===== src/rtl/crtc_pkg.sv =====
package crtc_pkg;
  localparam int CNT_W  = 12;
  localparam int ADDR_W = 3;

  localparam logic [ADDR_W-1:0] A_HORZ = 3'd0;
  localparam logic [ADDR_W-1:0] A_VERT = 3'd1;
  localparam logic [ADDR_W-1:0] A_CTRL = 3'd2;
  localparam logic [ADDR_W-1:0] A_BASE = 3'd3;
  localparam logic [ADDR_W-1:0] A_OFFS = 3'd4;

  typedef struct packed {
    logic [2:0] fp;
    logic [4:0] sync;
    logic [5:0] bp;
    logic [7:0] act;
  } hField_t;

  typedef struct packed {
    logic [5:0]  fp;
    logic [2:0]  sync;
    logic [5:0]  bp;
    logic [10:0] act;
  } vField_t;

  // cumulative interval end points along one axis
  typedef struct packed {
    logic [CNT_W-1:0] actEnd;
    logic [CNT_W-1:0] fpEnd;
    logic [CNT_W-1:0] syncEnd;
    logic [CNT_W-1:0] total;
  } bounds_t;

  typedef struct packed {
    logic videoEn;
    logic lineDbl;
    logic vsHigh;
    logic hsHigh;
    logic vsEn;
    logic hsEn;
  } ctrl_t;

  typedef struct packed {
    logic lineWrap;
    logic frameWrap;
  } strobe_t;

  typedef enum logic [1:0] {
    PH_ACT  = 2'd0,
    PH_FP   = 2'd1,
    PH_SYNC = 2'd2,
    PH_BP   = 2'd3
  } phase_t;
endpackage


===== src/rtl/crtc_regs.sv =====
module crtc_regs
  import crtc_pkg::*;
#(
  parameter int BASE_W = 32,
  parameter int OFFS_W = 16
) (
  input  logic              clk,
  input  logic              rstN,
  input  logic              wrEn,
  input  logic [ADDR_W-1:0] wrAddr,
  input  logic [31:0]       wrData,
  input  strobe_t           strobe,
  output bounds_t           hB,
  output bounds_t           vB,
  output ctrl_t             ctrl,
  output logic [BASE_W-1:0] baseLive,
  output logic [OFFS_W-1:0] offsLive
);
  hField_t hStage, hLive;
  vField_t vStage, vLive;
  logic [BASE_W-1:0] baseStage;
  logic [OFFS_W-1:0] offsStage;

  always_ff @(posedge clk) begin
    if (!rstN) begin
      hStage <= '0; vStage <= '0; ctrl <= '0;
      baseStage <= '0; offsStage <= '0;
    end else if (wrEn) begin
      case (wrAddr)
        A_HORZ: hStage <= '{fp: wrData[23:21], sync: wrData[20:16],
                            bp: wrData[14:9], act: wrData[7:0]};
        A_VERT: vStage <= '{fp: wrData[25:20], sync: wrData[19:17],
                            bp: wrData[16:11], act: wrData[10:0]};
        A_CTRL: ctrl <= ctrl_t'(wrData[5:0]);
        A_BASE: baseStage <= wrData[BASE_W-1:0];
        A_OFFS: offsStage <= wrData[OFFS_W-1:0];
        default: ;
      endcase
    end
  end

  // working copies move only on the frame-ending edge
  always_ff @(posedge clk) begin
    if (!rstN) begin
      hLive <= '0; vLive <= '0; baseLive <= '0; offsLive <= '0;
    end else if (strobe.frameWrap) begin
      hLive <= hStage; vLive <= vStage;
      baseLive <= baseStage; offsLive <= offsStage;
    end
  end

  logic [CNT_W-1:0] hAct, hFp, hSy, hBp, vAct, vFp, vSy, vBp;
  always_comb begin
    hAct = (CNT_W'(hLive.act)  + CNT_W'(1)) << 3;
    hFp  = (CNT_W'(hLive.fp)   + CNT_W'(1)) << 3;
    hSy  = (CNT_W'(hLive.sync) + CNT_W'(1)) << 3;
    hBp  = (CNT_W'(hLive.bp)   + CNT_W'(1)) << 3;
    vAct = CNT_W'(vLive.act)  + CNT_W'(1);
    vFp  = CNT_W'(vLive.fp)   + CNT_W'(1);
    vSy  = CNT_W'(vLive.sync) + CNT_W'(1);
    vBp  = CNT_W'(vLive.bp)   + CNT_W'(1);
    hB.actEnd  = hAct;
    hB.fpEnd   = hAct + hFp;
    hB.syncEnd = hAct + hFp + hSy;
    hB.total   = hAct + hFp + hSy + hBp;
    vB.actEnd  = vAct;
    vB.fpEnd   = vAct + vFp;
    vB.syncEnd = vAct + vFp + vSy;
    vB.total   = vAct + vFp + vSy + vBp;
  end

  assert_hold_timing_R9: assert property (@(posedge clk) disable iff (!rstN)
    !strobe.frameWrap |=> ($stable(hLive) && $stable(vLive)));
  assert_hold_base_R10: assert property (@(posedge clk) disable iff (!rstN)
    !strobe.frameWrap |=> ($stable(baseLive) && $stable(offsLive)));
endmodule


===== src/rtl/crtc_scan.sv =====
module crtc_scan
  import crtc_pkg::*;
(
  input  logic             clk,
  input  logic             rstN,
  input  bounds_t          hB,
  input  bounds_t          vB,
  output logic [CNT_W-1:0] hCnt,
  output logic [CNT_W-1:0] vCnt,
  output phase_t           hPh,
  output phase_t           vPh,
  output strobe_t          strobe
);
  function automatic phase_t phaseOf(input logic [CNT_W-1:0] c, input bounds_t b);
    if (c < b.actEnd)       return PH_ACT;
    else if (c < b.fpEnd)   return PH_FP;
    else if (c < b.syncEnd) return PH_SYNC;
    else                    return PH_BP;
  endfunction

  always_comb begin
    strobe.lineWrap  = (hCnt == hB.total - CNT_W'(1));
    strobe.frameWrap = strobe.lineWrap && (vCnt == vB.total - CNT_W'(1));
    hPh = phaseOf(hCnt, hB);
    vPh = phaseOf(vCnt, vB);
  end

  always_ff @(posedge clk) begin
    if (!rstN) begin
      hCnt <= '0;
      vCnt <= '0;
    end else begin
      hCnt <= strobe.lineWrap ? '0 : hCnt + CNT_W'(1);
      if (strobe.frameWrap)     vCnt <= '0;
      else if (strobe.lineWrap) vCnt <= vCnt + CNT_W'(1);
    end
  end

  assert_hstep_R1: assert property (@(posedge clk) disable iff (!rstN)
    !strobe.lineWrap |=> (hCnt == $past(hCnt) + CNT_W'(1)));
  assert_hwrap_R1: assert property (@(posedge clk) disable iff (!rstN)
    strobe.lineWrap |=> (hCnt == '0));
  assert_vstep_R2: assert property (@(posedge clk) disable iff (!rstN)
    (strobe.lineWrap && !strobe.frameWrap) |=> (vCnt == $past(vCnt) + CNT_W'(1)));
  assert_vstate_R4: assert property (@(posedge clk) disable iff (!rstN)
    !strobe.lineWrap |=> $stable(vPh));
endmodule


===== src/rtl/crtc_timing_gen.sv =====
module crtc_timing_gen
  import crtc_pkg::*;
#(
  parameter int BASE_W = 32,
  parameter int OFFS_W = 16
) (
  input  logic              clk,
  input  logic              rstN,
  input  logic              wrEn,
  input  logic [2:0]        wrAddr,
  input  logic [31:0]       wrData,
  output logic              hsync,
  output logic              vsync,
  output logic              de,
  output logic [11:0]       pixX,
  output logic [11:0]       lineY,
  output logic [11:0]       rowIdx,
  output logic [1:0]        vState,
  output logic [BASE_W-1:0] frameBase,
  output logic [OFFS_W-1:0] lineOffset
);
  bounds_t hB, vB;
  ctrl_t   ctrl;
  strobe_t strobe;
  phase_t  hPh, vPh;
  logic [CNT_W-1:0] hCnt, vCnt;

  crtc_regs #(.BASE_W(BASE_W), .OFFS_W(OFFS_W)) uRegs (
    .clk(clk), .rstN(rstN), .wrEn(wrEn), .wrAddr(wrAddr), .wrData(wrData),
    .strobe(strobe), .hB(hB), .vB(vB), .ctrl(ctrl),
    .baseLive(frameBase), .offsLive(lineOffset)
  );

  crtc_scan uScan (
    .clk(clk), .rstN(rstN), .hB(hB), .vB(vB),
    .hCnt(hCnt), .vCnt(vCnt), .hPh(hPh), .vPh(vPh), .strobe(strobe)
  );

  logic hInSync, vInSync;
  always_comb begin
    hInSync = ctrl.hsEn && (hPh == PH_SYNC);
    vInSync = ctrl.vsEn && (vPh == PH_SYNC);
    hsync   = ctrl.hsHigh ? hInSync : !hInSync;
    vsync   = ctrl.vsHigh ? vInSync : !vInSync;
    de      = ctrl.videoEn && (hPh == PH_ACT) && (vPh == PH_ACT);
    pixX    = hCnt;
    lineY   = vCnt;
    rowIdx  = ctrl.lineDbl ? (vCnt >> 1) : vCnt;
    vState  = vPh;
  end
endmodule


===== config.mk =====
export PLATFORM = sky130hd
export DESIGN_NAME = crtc_timing_gen
export DESIGN_NICKNAME = d
export VERILOG_FILES = /design/src/rtl/crtc_pkg.sv /design/src/rtl/crtc_regs.sv /design/src/rtl/crtc_scan.sv /design/src/rtl/crtc_timing_gen.sv
export SDC_FILE = /design/constraint.sdc
export NUM_CORES = 1
export LEC_CHECK = 0
export ABC_CLOCK_PERIOD_IN_PS = 7300
export BUFFER_PORTS_ARGS = -buffer_cell sky130_fd_sc_hd__buf_2
export CAP_MARGIN = 30
export CORE_MARGIN = 1
export CORE_UTILIZATION = 55
export DETAILED_ROUTE_END_ITERATION = 8
export PLACE_DENSITY_LB_ADDON = 0.05
export SETUP_SLACK_MARGIN = 0.15
export SYNTH_ARGS = -nofsm -noshare
export SYNTH_HDL_FRONTEND = slang
export SYNTH_SLANG_ARGS = --single-unit

===== constraint.sdc =====
create_clock -name clk -period 7.3 [get_ports clk]
set_input_delay 0 -clock clk [delete_from_list [all_inputs] [get_ports clk]]
set_output_delay 0 -clock clk [all_outputs]
set_load 0.02 [all_outputs]

# Yosys cells after proc, flatten, opt, wreduce, memory -nomap -nowiden

Cells that the tools add are included.

Memory bits (read-only): 0
Input port bits: 38
Output and inout port bits: 89
Memories kept: 0
Logic and storage cells: 87
Memory bits (writable): 0
Latch bits: 0
Flip-flop bits (word level): 222

Magnitude comparators: 6
Multipliers: 0
Add/subtract/negate cells: 18
Muxes and demuxes: 9
Equality and inequality tests: 8
Div/mod/pow operators: 0
Reduce and logical (&&, ||, !) cells: 17
Shifts and indexed selects: 0
Bitwise operators: 1

Operator list:

| kind                  | count |
|---|---|
| $add 12x12->12        | 6 |
| $lt 12x12->1          | 6 |
| $add 12x1->12 const B | 2 |
| $eq 12x12->1          | 2 |
| $sub 12x1->12 const B | 2 |
| $add 6x1->7 const B   | 3 |
| $add 11x1->12 const B | 1 |
| $mux 12               | 1 |
| $reduce_and 2->1      | 5 |
| $add 8x1->9 const B   | 1 |
| $add 3x1->4 const B   | 2 |
| $mux 2                | 4 |
| $add 5x1->6 const B   | 1 |
| $eq 3x2->1 const B    | 2 |
| $logic_and 1x1->1     | 5 |
| $eq 2x2->1 const B    | 2 |
| $logic_not 2->1       | 2 |
| $mux 1                | 4 |
| $reduce_or 2->1       | 2 |
| $eq 3x1->1 const B    | 1 |
| $eq 3x3->1 const B    | 1 |
| $logic_not 3->1       | 1 |
| $logic_not 1->1       | 2 |
| $not 1->1             | 1 |

# Longest topological paths before layout

Word-level depth: 11
Gate-level depth with buffers: 27
Depth with buffers taken out: 25

# Cells and area by module

A second synthesis with hierarchy kept.

Cells, all modules: 1524
Area total of the unflattened synthesis: 13436.6 um2

By module, submodules not included:

| module          | sequential area each (um2) | area each (um2) | instances | cells each |
|---|---|---|---|---|
| crtc_regs       | 3963.8                     | 9683.0          | 1         | 1057 |
| crtc_scan       | 480.5                      | 3530.9          | 1         | 448 |
| crtc_timing_gen | 0.0                        | 222.7           | 1         | 19 |

# Least setup slack after synthesis

OpenSTA, ideal clock, no wires.

Path kind: register to register
Start: register uRegs.vLive[0] in the netlist's numbering
End: register uRegs.hLive[0] in the netlist's numbering
Period minus slack after synthesis: 5.339 ns
Arrival time: 5.205 ns
Data required time: 7.167 ns
Cell stages (with the launch flop): 26
Setup slack: 1.961 ns
Buffers on the path: 3
Library setup time: 0.133 ns
Cells stage by stage: dfxtp_1 ha_1 clkbuf_1 xor2_1 ha_1 xnor2_1 ha_1 a21o_1 a21oi_1 a211oi_1 nand2_1 xnor2_1 or3_1 nand2_1 ha_1 o21a_1 o31a_1 o41a_1 a31oi_1 xnor3_1 or4b_1 and4_4 buf_6 buf_6 nand3_1 o31ai_2

Cells in the longest elaborated chain, start to end: 7

Ends and longest elaborated chain:

| what                         | RTL line        | source |
|---|---|---|
| from (decl)                  | crtc_regs.sv:20 | `vField_t vStage, vLive;` |
| from (signal assigned)       | crtc_regs.sv:47 | `hLive <= hStage; vLive <= vStage;` |
| $add 11x1->12                | crtc_regs.sv:58 | `vAct = CNT_W'(vLive.act) + CNT_W'(1);` |
| $add 12x12->12 (3 in series) | crtc_regs.sv:69 | `vB.total = vAct + vFp + vSy + vBp;` |
| $sub 12x1->12                | crtc_scan.sv:23 | `strobe.frameWrap = strobe.lineWrap && (vCnt == vB.total - CNT_W'(1));` |
| $eq 12x12->1                 | crtc_scan.sv:23 |  |
| $logic_and 1x1->1            | crtc_scan.sv:23 |  |
| to (signal assigned)         | crtc_regs.sv:47 |  |
| to (decl)                    | crtc_regs.sv:19 | `hField_t hStage, hLive;` |

Every way passes these cells.
A chain may end at the register's enable or synchronous reset.

# Worst setup path after layout

Start: register uRegs.hLive[0] in the netlist's numbering
End: register uRegs.vLive[17] in the netlist's numbering

Cells in the longest elaborated chain, start to end: 7

Ends and longest elaborated chain:

| what                         | RTL line        | source |
|---|---|---|
| $add 8x1->9                  | crtc_regs.sv:54 | `hAct = (CNT_W'(hLive.act) + CNT_W'(1)) << 3;` |
| $add 12x12->12 (3 in series) | crtc_regs.sv:65 | `hB.total = hAct + hFp + hSy + hBp;` |
| $sub 12x1->12                | crtc_scan.sv:22 | `strobe.lineWrap = (hCnt == hB.total - CNT_W'(1));` |
| $eq 12x12->1                 | crtc_scan.sv:22 |  |
| $logic_and 1x1->1            | crtc_scan.sv:23 |  |

Every way passes these cells.

==> impl_results.md <==
- Ys Warns: 0
- Worst slew margin: 39.7%
- Sequential share of the synthesized area: between 30% and 40%
- CP required: 7740 ps
- Worst Setup Start Kind: flip-flop
- VDD IR max: approximately 0.00017 V
- Final hold violation count: 0
- Post-synth cell types: 75
- Count of nets after finishing: 1854
- Sequential power share: between 40% and 50%
- Max Slew Vio Count: 0
- Drt total wl: ~32000 um
- Number of buffers created by CTS: 25
- Final cell count without fillers: 1997
- Starting Density: about 56%
- Final setup TNS: 0 ps
- Inst Count DP: between 1500 and 2000
- Post-Syn Instances: about 1600
- Ys async rst share: 0%
- Wire per inst: around 16 um
- Status: completed
- P per Cell Area: around 180 nW/um^2
- Crit Path Class: flip-flop to flip-flop
- Die Height: 154 um
- Initial DRC Count: about 630
- Switching Share: ~22%
- Period utilization: ~87%
- Vias per cell: ~5.6
- Clk pwr share: 50.7%
- FP Rows: 55
- Worst Path Arrival: between 6000 and 7000 ps
- Ant diodes: 0
- Vias in the first global route: around 10000
- Fin crit period: between 6000 and 7000 ps
- CP Max Fanout: 49
- CTS tree: yes
- Remaining DRCs: 0
- Num ports: between 100 and 150
- Post-synth EDFFs: 0
- Initial antenna violation count: 0
- Routed Antenna Nets: 0
- Leakage: 6.45 nW
- Placer Congestion: between 0.8 and 0.9
- Worst Tran Pin Value: 904 ps
- Mapped Area: 12800 um^2
- TritonRoute pass-1 iters: 5
- I/O Buffers: 126
- Setup bufs post-CTS: 0
- Endpoint class of the critical path: flip-flop
- Die width: between 150 and 200 um
- Internal power: 0.00213 W
- Deepest level of the CTS H-tree: 1
- Root buf cell: clkbuf_16
- Main synth FF type: dfxtp_1
- Worst-path clk slew: around 60 ps
- Most frequent cells in the layout: nand2_1, dfxtp_1, nand3_1
- Syn_nets: approximately 1700
- Total power: 0.00272 W
- Worst skew pair latency: roughly 530 ps
- Post-Layout Inst Area: 14800 um^2
- Largest net degree at the start of global routing: 95
- First-pass GRT wire length: 52400 um
- FMAX: roughly 160 MHz
- Psw: 0.000587 W
- Via count: between 10000 and 15000
- Total GRT Usage: between 20% and 30%
- Dpl hpwl: roughly 22000 um
- # Max-Cap Violations: 0
- Grt total ovfl: 0
- Max Buffers Root-to-Sink: 3
- Hold Crit Class: primary input to flip-flop
- Final setup vio count: 0
- Most common cell after layout, fill and taps aside: nand2_1
- Core area: 22700 um^2
- FF+latch count, synth: 222
- Layout cells sized above 1: a little over an eighth
- RSZ-0062 raised after global routing: false
- Gate power share: 4.0%
- WHS: between 40 and 50 ps
- Clock Skews: between 10 and 15 ps
- Synthesis-to-finish area growth: 15.5%
- Avg Inst Size Synth: ~8 um^2
- Clock sink count: around 220
- Placed instance area: approximately 13000 um^2
- Die footprint: ~24000 um^2
[final timing paths]
kind                      start                  to  slack (ps)  cells past startpoint
max              uRegs.hLive[0]     uRegs.vLive[17]         950                     24
min                   wrAddr[0]       uRegs.ctrl[4]          40                      4
max reg2reg      uRegs.hLive[0]     uRegs.vLive[17]         950                     24
min reg2reg  uRegs.baseLive[30]  uRegs.baseLive[30]         440                      2
[repair_timing]
action | 4_1_cts | 5_1_grt
gates resized for setup | 0 | 0
hold buffers | 35 | 0
endpoints found under the hold margin | 105 | 0
[synth_stat cells (15+ instances only)]
master,number,area [um^2]
nand2_1,311,1170
dfxtp_1,222,4440
nand3_1,204,1020
a21oi_1,119,596
ha_1,115,1440
inv_1,76,285
xnor2_1,61,534
nor2_1,58,218
clkbuf_1,49,184
xor2_1,41,359
a21o_1,27,203
o21ai_0,26,130
and3_1,18,113
o21a_1,17,128
buf_2,16,80.1
nor3_1,16,80.1
o21ai_1,15,75.1
[power groups by stage]
stage	Clock [W]	Sequential, W	Combinational [W]
floorplan	0	0.00126	0.0000509
CTS	0.00140	0.00123	0.000107
detailed placement	0	0.00126	0.0000933
finish	0.00138	0.00123	0.000108
global placement	0	0.00126	0.0000911
global route	0.00144	0.00123	0.000117
[critical path, stage by stage (launching register included)]
cell       delay (ps)
dfxtp_1           410
ha_1              220
xor2_1            200
ha_1              300
nor2b_1           140
o21ai_0           250
nand2_1           110
xnor2_1           150
ha_1              350
o21ai_0           120
a21o_1            240
xnor2_1           150
ha_1              290
inv_1              40
ha_1              340
xor2_1            190
a2111oi_0         450
nor3_1            100
nor3_1            420
nand2_1           170
mux2i_4           310
and4_4            670
buf_4             370
nand3_1           130
o31ai_2            90
[registers in the layout, summed over array words and instances, names as in the netlist]
signal           cells
uRegs.offsStage     16
uRegs.baseStage     32
uRegs.vLive         26
uRegs.vStage        26
uRegs.baseLive      32
uScan.vCnt          12
uRegs.hLive         22
uRegs.offsLive      16
uRegs.hStage        22
uRegs.ctrl           6
uScan.hCnt          12
[stage by stage]
stage	setup WS [ps]	util, %
2_1_floorplan	1960	-
3_3_place_gp	1080	59.2
3_5_place_dp	977	59.4
4_1_cts	934	65.0
5_1_grt	339	65.0
6_report	955	65.0
[routing by layer]
metal | up-vias | GRT usage (%) | wire length, um
met5 | - | 0 | 0
met2 | 263 | 43.8 | 14100
met3 | 57 | 4.12 | 1680
li1 | 5667 | - | -
met1 | 5102 | 37.3 | 15500
met4 | 0 | 7.97 | 762
[area by class of cell]
type / count / area, um^2
Multi-Input combinational cell: 1197 / 7640
Fill cell: 1978 / 7950
Timing Repair Buffer: 173 / 1110
Tap cell: 285 / 357
Inverter: 76 / 287
Clock buffer: 34 / 729
Sequential cell: 222 / 4440
Clock inverter: 10 / 183
[cell families (layout without fill, tap and decap cells)]
| kind of cell | count (synthesis) | count (layout) | share of synthesized area [%] |
|---|---|---|---|
| adder cells (fa/ha/maj) | 123 | 123 | 12.4 |
| multiplexers | 19 | 19 | 1.68 |
| XOR/XNOR | 108 | 108 | 7.81 |
| buffers and inverters | 159 | 293 | 5.39 |
| flip-flops | 222 | 222 | 34.8 |
| AND/OR/NAND/NOR | 686 | 686 | 24.7 |
| AO/OA/AOI/OAI | 261 | 261 | 13.2 |
No activity file was read; power rests on OpenSTA's default activity.
